**src/rtl/sdram_mon_pkg.sv**
```systemverilog
package sdram_mon_pkg;

  typedef enum logic [3:0] {
    CMD_INHIBIT = 4'd0,
    CMD_NOP     = 4'd1,
    CMD_ACTIVE  = 4'd2,
    CMD_READ    = 4'd3,
    CMD_WRITE   = 4'd4,
    CMD_BSTOP   = 4'd5,
    CMD_PRECH   = 4'd6,
    CMD_AREF    = 4'd7,
    CMD_SREF    = 4'd8,
    CMD_LMODE   = 4'd9
  } cmd_e;

  typedef enum logic [2:0] {
    ERR_NONE     = 3'd0,
    ERR_ACT_OPEN = 3'd1,
    ERR_RW_IDLE  = 3'd2,
    ERR_LM_BUSY  = 3'd3,
    ERR_LM_GAP   = 3'd4
  } err_e;

  // Field order matches the bit positions of the mode word on the address bus
  typedef struct packed {
    logic       wr_single;
    logic [1:0] op_mode;
    logic [2:0] cas_lat;
    logic       burst_type;
    logic [2:0] burst_len;
  } mode_t;

  localparam int MODE_W = $bits(mode_t);

endpackage

```
**src/rtl/sdram_cmd_decode.sv**
```systemverilog
module sdram_cmd_decode
  import sdram_mon_pkg::*;
(
  input  logic cs_ni,
  input  logic ras_ni,
  input  logic cas_ni,
  input  logic we_ni,
  input  logic cke_i,
  output cmd_e cmd_o
);

  always_comb begin
    if (cs_ni) begin
      cmd_o = CMD_INHIBIT;
    end else begin
      unique case ({ras_ni, cas_ni, we_ni})
        3'b111:  cmd_o = CMD_NOP;
        3'b011:  cmd_o = CMD_ACTIVE;
        3'b101:  cmd_o = CMD_READ;
        3'b100:  cmd_o = CMD_WRITE;
        3'b110:  cmd_o = CMD_BSTOP;
        3'b010:  cmd_o = CMD_PRECH;
        3'b001:  cmd_o = cke_i ? CMD_AREF : CMD_SREF;
        default: cmd_o = CMD_LMODE;
      endcase
    end
  end

endmodule

```
**src/rtl/sdram_mode_shadow.sv**
```systemverilog
module sdram_mode_shadow
  import sdram_mon_pkg::*;
#(
  parameter int CNT_W = 4
) (
  input  logic              clk_i,
  input  logic              rst_ni,
  input  logic              load_i,
  input  logic [MODE_W-1:0] word_i,
  output mode_t             mode_o,
  output logic              full_page_o,
  output logic [CNT_W-1:0]  rd_beats_o,
  output logic [CNT_W-1:0]  wr_beats_o
);

  mode_t mode_q;

  always_ff @(posedge clk_i or negedge rst_ni) begin
    if (!rst_ni)     mode_q <= '0;
    else if (load_i) mode_q <= mode_t'(word_i);
  end

  // Codes 0..3 give 1,2,4,8 beats; every other code counts as one beat
  always_comb begin
    if (mode_q.burst_len <= 3'd3) rd_beats_o = CNT_W'(1) << mode_q.burst_len;
    else                          rd_beats_o = CNT_W'(1);
    wr_beats_o  = mode_q.wr_single ? CNT_W'(1) : rd_beats_o;
    full_page_o = (mode_q.burst_len == 3'b111) && !mode_q.burst_type;
  end

  assign mode_o = mode_q;

endmodule

```
**src/rtl/sdram_bank_slot.sv**
```systemverilog
module sdram_bank_slot #(
  parameter int ROW_W = 12,
  parameter int CNT_W = 4
) (
  input  logic             clk_i,
  input  logic             rst_ni,
  input  logic             act_i,
  input  logic             pre_i,
  input  logic             ap_i,
  input  logic [ROW_W-1:0] row_i,
  input  logic [CNT_W-1:0] beats_i,
  output logic             open_o,
  output logic [ROW_W-1:0] row_o
);

  logic             open_q;
  logic [ROW_W-1:0] row_q;
  logic [CNT_W-1:0] left_q;

  always_ff @(posedge clk_i or negedge rst_ni) begin
    if (!rst_ni) begin
      open_q <= 1'b0;
      row_q  <= '0;
      left_q <= '0;
    end else if (pre_i) begin
      open_q <= 1'b0;
      left_q <= '0;
    end else if (act_i && !open_q) begin
      open_q <= 1'b1;
      row_q  <= row_i;
    end else if (ap_i && open_q) begin
      left_q <= beats_i;
    end else if (left_q == CNT_W'(1)) begin
      open_q <= 1'b0;
      left_q <= '0;
    end else if (left_q != '0) begin
      left_q <= left_q - CNT_W'(1);
    end
  end

  assign open_o = open_q;
  assign row_o  = row_q;

endmodule

```
**src/rtl/sdram_mask_delay.sv**
```systemverilog
module sdram_mask_delay #(
  parameter int W   = 2,
  parameter int LAT = 2
) (
  input  logic         clk_i,
  input  logic         rst_ni,
  input  logic [W-1:0] dqm_i,
  output logic [W-1:0] now_o,
  output logic [W-1:0] late_o
);

  logic [W-1:0] pipe_q [LAT+1];

  always_ff @(posedge clk_i or negedge rst_ni) begin
    if (!rst_ni) begin
      for (int i = 0; i <= LAT; i++) pipe_q[i] <= '0;
    end else begin
      pipe_q[0] <= dqm_i;
      for (int i = 1; i <= LAT; i++) pipe_q[i] <= pipe_q[i-1];
    end
  end

  assign now_o  = pipe_q[0];
  assign late_o = pipe_q[LAT];

endmodule

```
**src/rtl/sdram_cmd_monitor.sv**
```systemverilog
module sdram_cmd_monitor
  import sdram_mon_pkg::*;
#(
  parameter int NUM_BANKS = 4,
  parameter int BA_W      = $clog2(NUM_BANKS),
  parameter int ADDR_W    = 12,
  parameter int ROW_W     = 12,
  parameter int DQM_W     = 2,
  parameter int DQM_LAT   = 2,
  parameter int T_MRD     = 2,
  parameter int AP_BIT    = 10,
  parameter int MAX_BEATS = 8
) (
  input  logic                       clk_i,
  input  logic                       rst_ni,
  input  logic                       cs_ni,
  input  logic                       ras_ni,
  input  logic                       cas_ni,
  input  logic                       we_ni,
  input  logic                       cke_i,
  input  logic [BA_W-1:0]            ba_i,
  input  logic [ADDR_W-1:0]          addr_i,
  input  logic [DQM_W-1:0]           dqm_i,
  input  logic                       err_clr_i,
  output logic [3:0]                 cmd_o,
  output logic [NUM_BANKS-1:0]       bank_open_o,
  output logic [NUM_BANKS*ROW_W-1:0] bank_row_o,
  output logic [2:0]                 burst_len_o,
  output logic                       burst_type_o,
  output logic [2:0]                 cas_lat_o,
  output logic [1:0]                 op_mode_o,
  output logic                       wr_single_o,
  output logic [DQM_W-1:0]           rd_hiz_o,
  output logic [DQM_W-1:0]           wr_mask_o,
  output logic [2:0]                 err_code_o,
  output logic [BA_W-1:0]            err_bank_o
);

  localparam int CNT_W = $clog2(MAX_BEATS + 1);
  localparam int GAP_W = $clog2(T_MRD + 1);

  cmd_e                 cmd;
  logic [NUM_BANKS-1:0] open_vec;
  mode_t                mode;
  logic                 full_page;
  logic [CNT_W-1:0]     rd_beats, wr_beats, beats;
  logic                 is_rw, ap_req, lm_ok, sel_open;

  sdram_cmd_decode u_dec (
    .cs_ni  (cs_ni),
    .ras_ni (ras_ni),
    .cas_ni (cas_ni),
    .we_ni  (we_ni),
    .cke_i  (cke_i),
    .cmd_o  (cmd)
  );

  assign sel_open = open_vec[ba_i];
  assign is_rw    = (cmd == CMD_READ) || (cmd == CMD_WRITE);
  assign ap_req   = is_rw && addr_i[AP_BIT] && !full_page;
  assign lm_ok    = (cmd == CMD_LMODE) && (open_vec == '0);
  assign beats    = (cmd == CMD_WRITE) ? wr_beats : rd_beats;

  sdram_mode_shadow #(.CNT_W(CNT_W)) u_mode (
    .clk_i       (clk_i),
    .rst_ni      (rst_ni),
    .load_i      (lm_ok),
    .word_i      (addr_i[MODE_W-1:0]),
    .mode_o      (mode),
    .full_page_o (full_page),
    .rd_beats_o  (rd_beats),
    .wr_beats_o  (wr_beats)
  );

  for (genvar b = 0; b < NUM_BANKS; b++) begin : g_bank
    logic hit;
    assign hit = (ba_i == BA_W'(b));
    sdram_bank_slot #(.ROW_W(ROW_W), .CNT_W(CNT_W)) u_slot (
      .clk_i   (clk_i),
      .rst_ni  (rst_ni),
      .act_i   ((cmd == CMD_ACTIVE) && hit),
      .pre_i   ((cmd == CMD_PRECH) && (addr_i[AP_BIT] || hit)),
      .ap_i    (ap_req && hit),
      .row_i   (addr_i[ROW_W-1:0]),
      .beats_i (beats),
      .open_o  (open_vec[b]),
      .row_o   (bank_row_o[b*ROW_W +: ROW_W])
    );
  end

  // Gap counter after a mode load
  logic [GAP_W-1:0] gap_q;
  always_ff @(posedge clk_i or negedge rst_ni) begin
    if (!rst_ni)                 gap_q <= '0;
    else if (cmd == CMD_LMODE)   gap_q <= GAP_W'(T_MRD);
    else if (gap_q != '0)        gap_q <= gap_q - GAP_W'(1);
  end

  // Bank rule breaches outrank the mode-load gap breach
  err_e viol;
  always_comb begin
    viol = ERR_NONE;
    if ((cmd == CMD_ACTIVE) && sel_open)          viol = ERR_ACT_OPEN;
    else if (is_rw && !sel_open)                  viol = ERR_RW_IDLE;
    else if ((cmd == CMD_LMODE) && !lm_ok)        viol = ERR_LM_BUSY;
    else if ((gap_q != '0) && (cmd != CMD_NOP) && (cmd != CMD_INHIBIT))
                                                  viol = ERR_LM_GAP;
  end

  err_e            err_q;
  logic [BA_W-1:0] err_bank_q;
  cmd_e            cmd_q;
  always_ff @(posedge clk_i or negedge rst_ni) begin
    if (!rst_ni) begin
      err_q      <= ERR_NONE;
      err_bank_q <= '0;
      cmd_q      <= CMD_INHIBIT;
    end else begin
      cmd_q <= cmd;
      if (err_clr_i || (err_q == ERR_NONE)) begin
        err_q      <= viol;
        err_bank_q <= (viol != ERR_NONE) ? ba_i : '0;
      end
    end
  end

  sdram_mask_delay #(.W(DQM_W), .LAT(DQM_LAT)) u_mask (
    .clk_i  (clk_i),
    .rst_ni (rst_ni),
    .dqm_i  (dqm_i),
    .now_o  (wr_mask_o),
    .late_o (rd_hiz_o)
  );

  assign cmd_o        = cmd_q;
  assign bank_open_o  = open_vec;
  assign burst_len_o  = mode.burst_len;
  assign burst_type_o = mode.burst_type;
  assign cas_lat_o    = mode.cas_lat;
  assign op_mode_o    = mode.op_mode;
  assign wr_single_o  = mode.wr_single;
  assign err_code_o   = err_q;
  assign err_bank_o   = err_bank_q;

endmodule

```
**config.mk**
```make
export PLATFORM = sky130hd
export DESIGN_NAME = sdram_cmd_monitor
export DESIGN_NICKNAME = d
export VERILOG_FILES = /design/src/rtl/sdram_mon_pkg.sv /design/src/rtl/sdram_cmd_decode.sv /design/src/rtl/sdram_mode_shadow.sv /design/src/rtl/sdram_bank_slot.sv /design/src/rtl/sdram_mask_delay.sv /design/src/rtl/sdram_cmd_monitor.sv
export SDC_FILE = /design/constraint.sdc
export NUM_CORES = 1
export LEC_CHECK = 0
export BUFFER_PORTS_ARGS = -buffer_cell sky130_fd_sc_hd__buf_2
export CORE_UTILIZATION = 50
export CTS_BUF_LIST = sky130_fd_sc_hd__clkbuf_8
export DETAILED_ROUTE_END_ITERATION = 7
export MAX_ROUTING_LAYER = met4
export PLACE_DENSITY = 0.77
export SYNTH_ARGS = -nofsm -noshare
export SYNTH_HDL_FRONTEND = slang
export SYNTH_SLANG_ARGS = --single-unit
```
**constraint.sdc**
```tcl
create_clock -name clk_i -period 1.7 [get_ports clk_i]
set_input_delay 0.34 -clock clk_i [delete_from_list [all_inputs] [get_ports clk_i]]
set_output_delay 0.34 -clock clk_i [all_outputs]
set_load 0.02 [all_outputs]
```
==> results.md <==
- First-pass GRT wire length: 19500 microns
- Simple-Gate Fraction of Synth Area: 0.220
- Initial Utilization: 0.521
- H-tree depth: 3
- Relative slew slack: 0.672
- EDFF count, synth: 0
- Core area: 8760 sq um
- Critical Path End Type: register
- Die Span X: around 98 microns
- PwrDens: around 1500 nW/um^2
- Die area: ~9500 sq um
- Clock-pin slew on the worst setup and hold paths: 0.10 ns
- Bufs and invs on worst path: 2
- Adder-cell area share of the yosys netlist: 0.0246
- Initial DRC count: approximately 240
- Layout cells sized above 1: 0.366
- Post-synth top flop: dfrtp_1
- Top achievable clock speed: slightly above 600 MHz
- Largest family of logic cells by synthesized area: simple AND/OR/NAND/NOR gates
- Final max-slew violation count: 0
- Worst Skew: ~0.0082 ns
- Rows: 34
- Max-cap violations: 0
- # nets final: between 600 and 700
- Post-Syn Instances: 438
- Pin count of the biggest net entering global routing: 34
- End of the critical path: g_bank[3].u_slot.left_q[1]$_DFFE_PN0P_
- Drt first pass iters: 4
- Placer's final routability congestion estimate: 0.907
- Die Y: 97.6 microns
- I/O pin count: between 90 and 100
- Min-delay worst type: input port to register
- Status: finished, final reports clean
- Number of clock sinks: 95
- Vias: about 3800
- Worst path slowest cell: dfrtp_1
- Final hold vios: 0
- CTS tree: done
- Post-DR vias/cell: approximately 5.6
- Reg2reg end: g_bank[3].u_slot.left_q[1]$_DFFE_PN0P_
- Syn avg cell area: around 10 sq um
- Max VDD drop: 0.960 mV
- TritonCTS Buffers: 9
- DP Wirelength: just under 9000 microns
- Area growth syn-to-layout: 24.3%
- Drt total wl: roughly 12000 microns
- Setup slack, reg-to-reg: between 0.05 and 0.06 ns
- Crit path DAT: slightly below 2 ns
- Post-synthesis xor/xnor area fraction: 0.00192
- GRT Total Usage: 0.269
- Syn_nets: 471
- Hold depth: 1
- Tmin final: between 1.5 and 2 ns
- Antenna diodes: 0
- Max clock buf depth: 2
- # placed instances: around 670
- P_leak: 2.96 nW
- Post-synthesis mux area share: 0.0931
- Compound-Gate Fraction of Synth Area: 0.0895
- Cell chain of the critical path: inv_1 -> ha_1 -> nor4b_2 -> buf_4 -> a211oi_4 -> a32o_1
- Finish-stage setup viols: 0
- Worst EP required: roughly 2.0 ns
- Crit path max fanout: 5
- Vias in the first global route: slightly below 4000
- Syn. warnings: 0
- Post-synthesis sequential area ratio: 0.520
- Critical Path Source: g_bank[3].u_slot.left_q[0]$_DFFE_PN0P_
- Grt ovf: 0
- Startpoint Class: register
- Share of the synthesized area in the top cell type: 0.520
- Post-DR wirelength/cell: ~18 microns
- DRC viols: 0
- Crit-path max cell delay: approximately 0.43 ns
- Crit path kind: register to register
- Antenna-violating nets left: 0
- Antenna violations before repair: 0
- Critical Path Stages: 6
- Fin cells: roughly 690
- Cell area after synthesis: between 4000 and 5000 sq um
- Unique masters post-synth: 57
- CTS root buf: clkbuf_8
- FF-to-FF Start: g_bank[3].u_slot.left_q[0]$_DFFE_PN0P_
- Worst Tran Pin Value: approximately 0.49 ns
- Clk Latency, worst-skew pair: 0.37 ns
- Post-synth top area cell: dfrtp_1
- Worst R2R Path Depth: 6
- Fin util: 0.648
- Worst path top cell family by delay: compound AO/OA/AOI/OAI gates
- Hold_ws: 0.0652 ns
- IO buf count: 98
- Final TNS setup: 0 ns
- Synth async-reset ratio: 1.00
- Final period util: 0.969
- Ranking of synthesized cells by area: dfrtp_1, nand2_1, mux2_2
- Register bit count reported by yosys: 95
[Yosys cell counts, drive strengths merged, types with 6 or more instances]
| cell type | number |
|---|---|
| nand2 | 127 |
| nor2 | 15 |
| o21ai | 11 |
| o221ai | 6 |
| nor4b | 7 |
| mux2 | 26 |
| nor3 | 7 |
| ha | 9 |
| dfrtp | 95 |
| nor2b | 8 |
| nand4 | 7 |
| inv | 19 |
| a21oi | 8 |
| mux2i | 11 |
| buf | 23 |
[registers in the layout, summed over array words and instances, names as in the netlist]
name / flops
u_mask.now_o: 2
u_mode.mode_o: 10
g_bank.u_slot.row_o: 48
u_mask.late_o: 2
err_bank_o: 2
err_code_o: 3
u_mask.pipe_q: 2
cmd_o: 4
g_bank.u_slot.left_q: 16
gap_q: 2
g_bank.u_slot.open_o: 4
[layout make-up]
class	instances	area (sq um)
fill	721	3090
multi-input combinational	300	2010
clock inverter	7	56.3
inverter	19	71.3
sequential	95	2380
timing repair buffer	147	901
clock buffer	9	124
tap	108	135
[per-layer routing]
layer	vias to the layer above	GRT usage	part of all wire
met3	20	0.0597	0.071
met2	166	0.436	0.50
met1	1871	0.331	0.41
li1	1762	-	-
met5	-	-	0
met4	0	0.0995	0.017
[report_power, final]
part / internal (mW) / switching (mW) / leakage [nW]
registers: 2.94 / 0.567 / 1.21
logic: 1.62 / 2.11 / 1.66
clock network: 0.553 / 0.864 / 0.0900
[logic make-up (layout without fill, tap and decap cells)]
kind of cell	Yosys count	count (layout)
simple gates	196	196
flops	95	95
compound gates	56	56
xor+xnor	1	1
mux	38	38
buf+inv	43	182
fa+ha+maj	9	9
[repair_timing]
item	4_1_cts	5_1_grt
hold buffers	1	0
setup buffers	0	1
gates resized for setup	2	5
endpoints found under the setup margin	4	19
endpoints found under the hold margin	30	0
pin swaps	0	1
[layout by cell type, fill, tap and decap left out, types with 4 or more instances in the layout]
cell / Yosys / final
a21oi_1: 8 / 8
a22o_1: 4 / 4
buf_2: 12 / 97
buf_4: 8 / 46
clkbuf_8: 0 / 9
dfrtp_1: 95 / 94
ha_1: 9 / 9
inv_1: 19 / 20
mux2_2: 26 / 26
mux2i_1: 11 / 11
nand2_1: 126 / 126
nand2b_1: 4 / 4
nor2_1: 15 / 15
nor2b_1: 8 / 8
nor3_1: 7 / 7
nor4b_2: 3 / 4
o21ai_0: 7 / 7
o21ai_1: 4 / 4
o221ai_1: 6 / 6
[worst min path at each step]
| stage | from | endpoint |
|---|---|---|
| 5_1_grt | dqm_i[0] | u_mask.now_o[0]$_DFF_PN0_ |
| 2_1_floorplan | rst_ni | cmd_o[0]$_DFF_PN0_ |
| 3_5_place_dp | rst_ni | g_bank[1].u_slot.left_q[3]$_DFFE_PN0P_ |
| 6_report | dqm_i[1] | u_mask.now_o[1]$_DFF_PN0_ |
| 3_3_place_gp | rst_ni | g_bank[1].u_slot.left_q[3]$_DFFE_PN0P_ |
| 4_1_cts | dqm_i[1] | u_mask.now_o[1]$_DFF_PN0_ |
[stage by stage]
stage	total power [mW]	setup WS [ns]	cell area [sq um]
floorplan	5.76	0.00367	4570
global placement	6.88	-0.131	5430
detailed placement	7.11	-0.213	5430
CTS	8.55	0.0236	5630
global route	9.13	-0.0151	5680
finish	8.65	0.0532	5680
No activity file was read; power rests on OpenSTA's default activity.
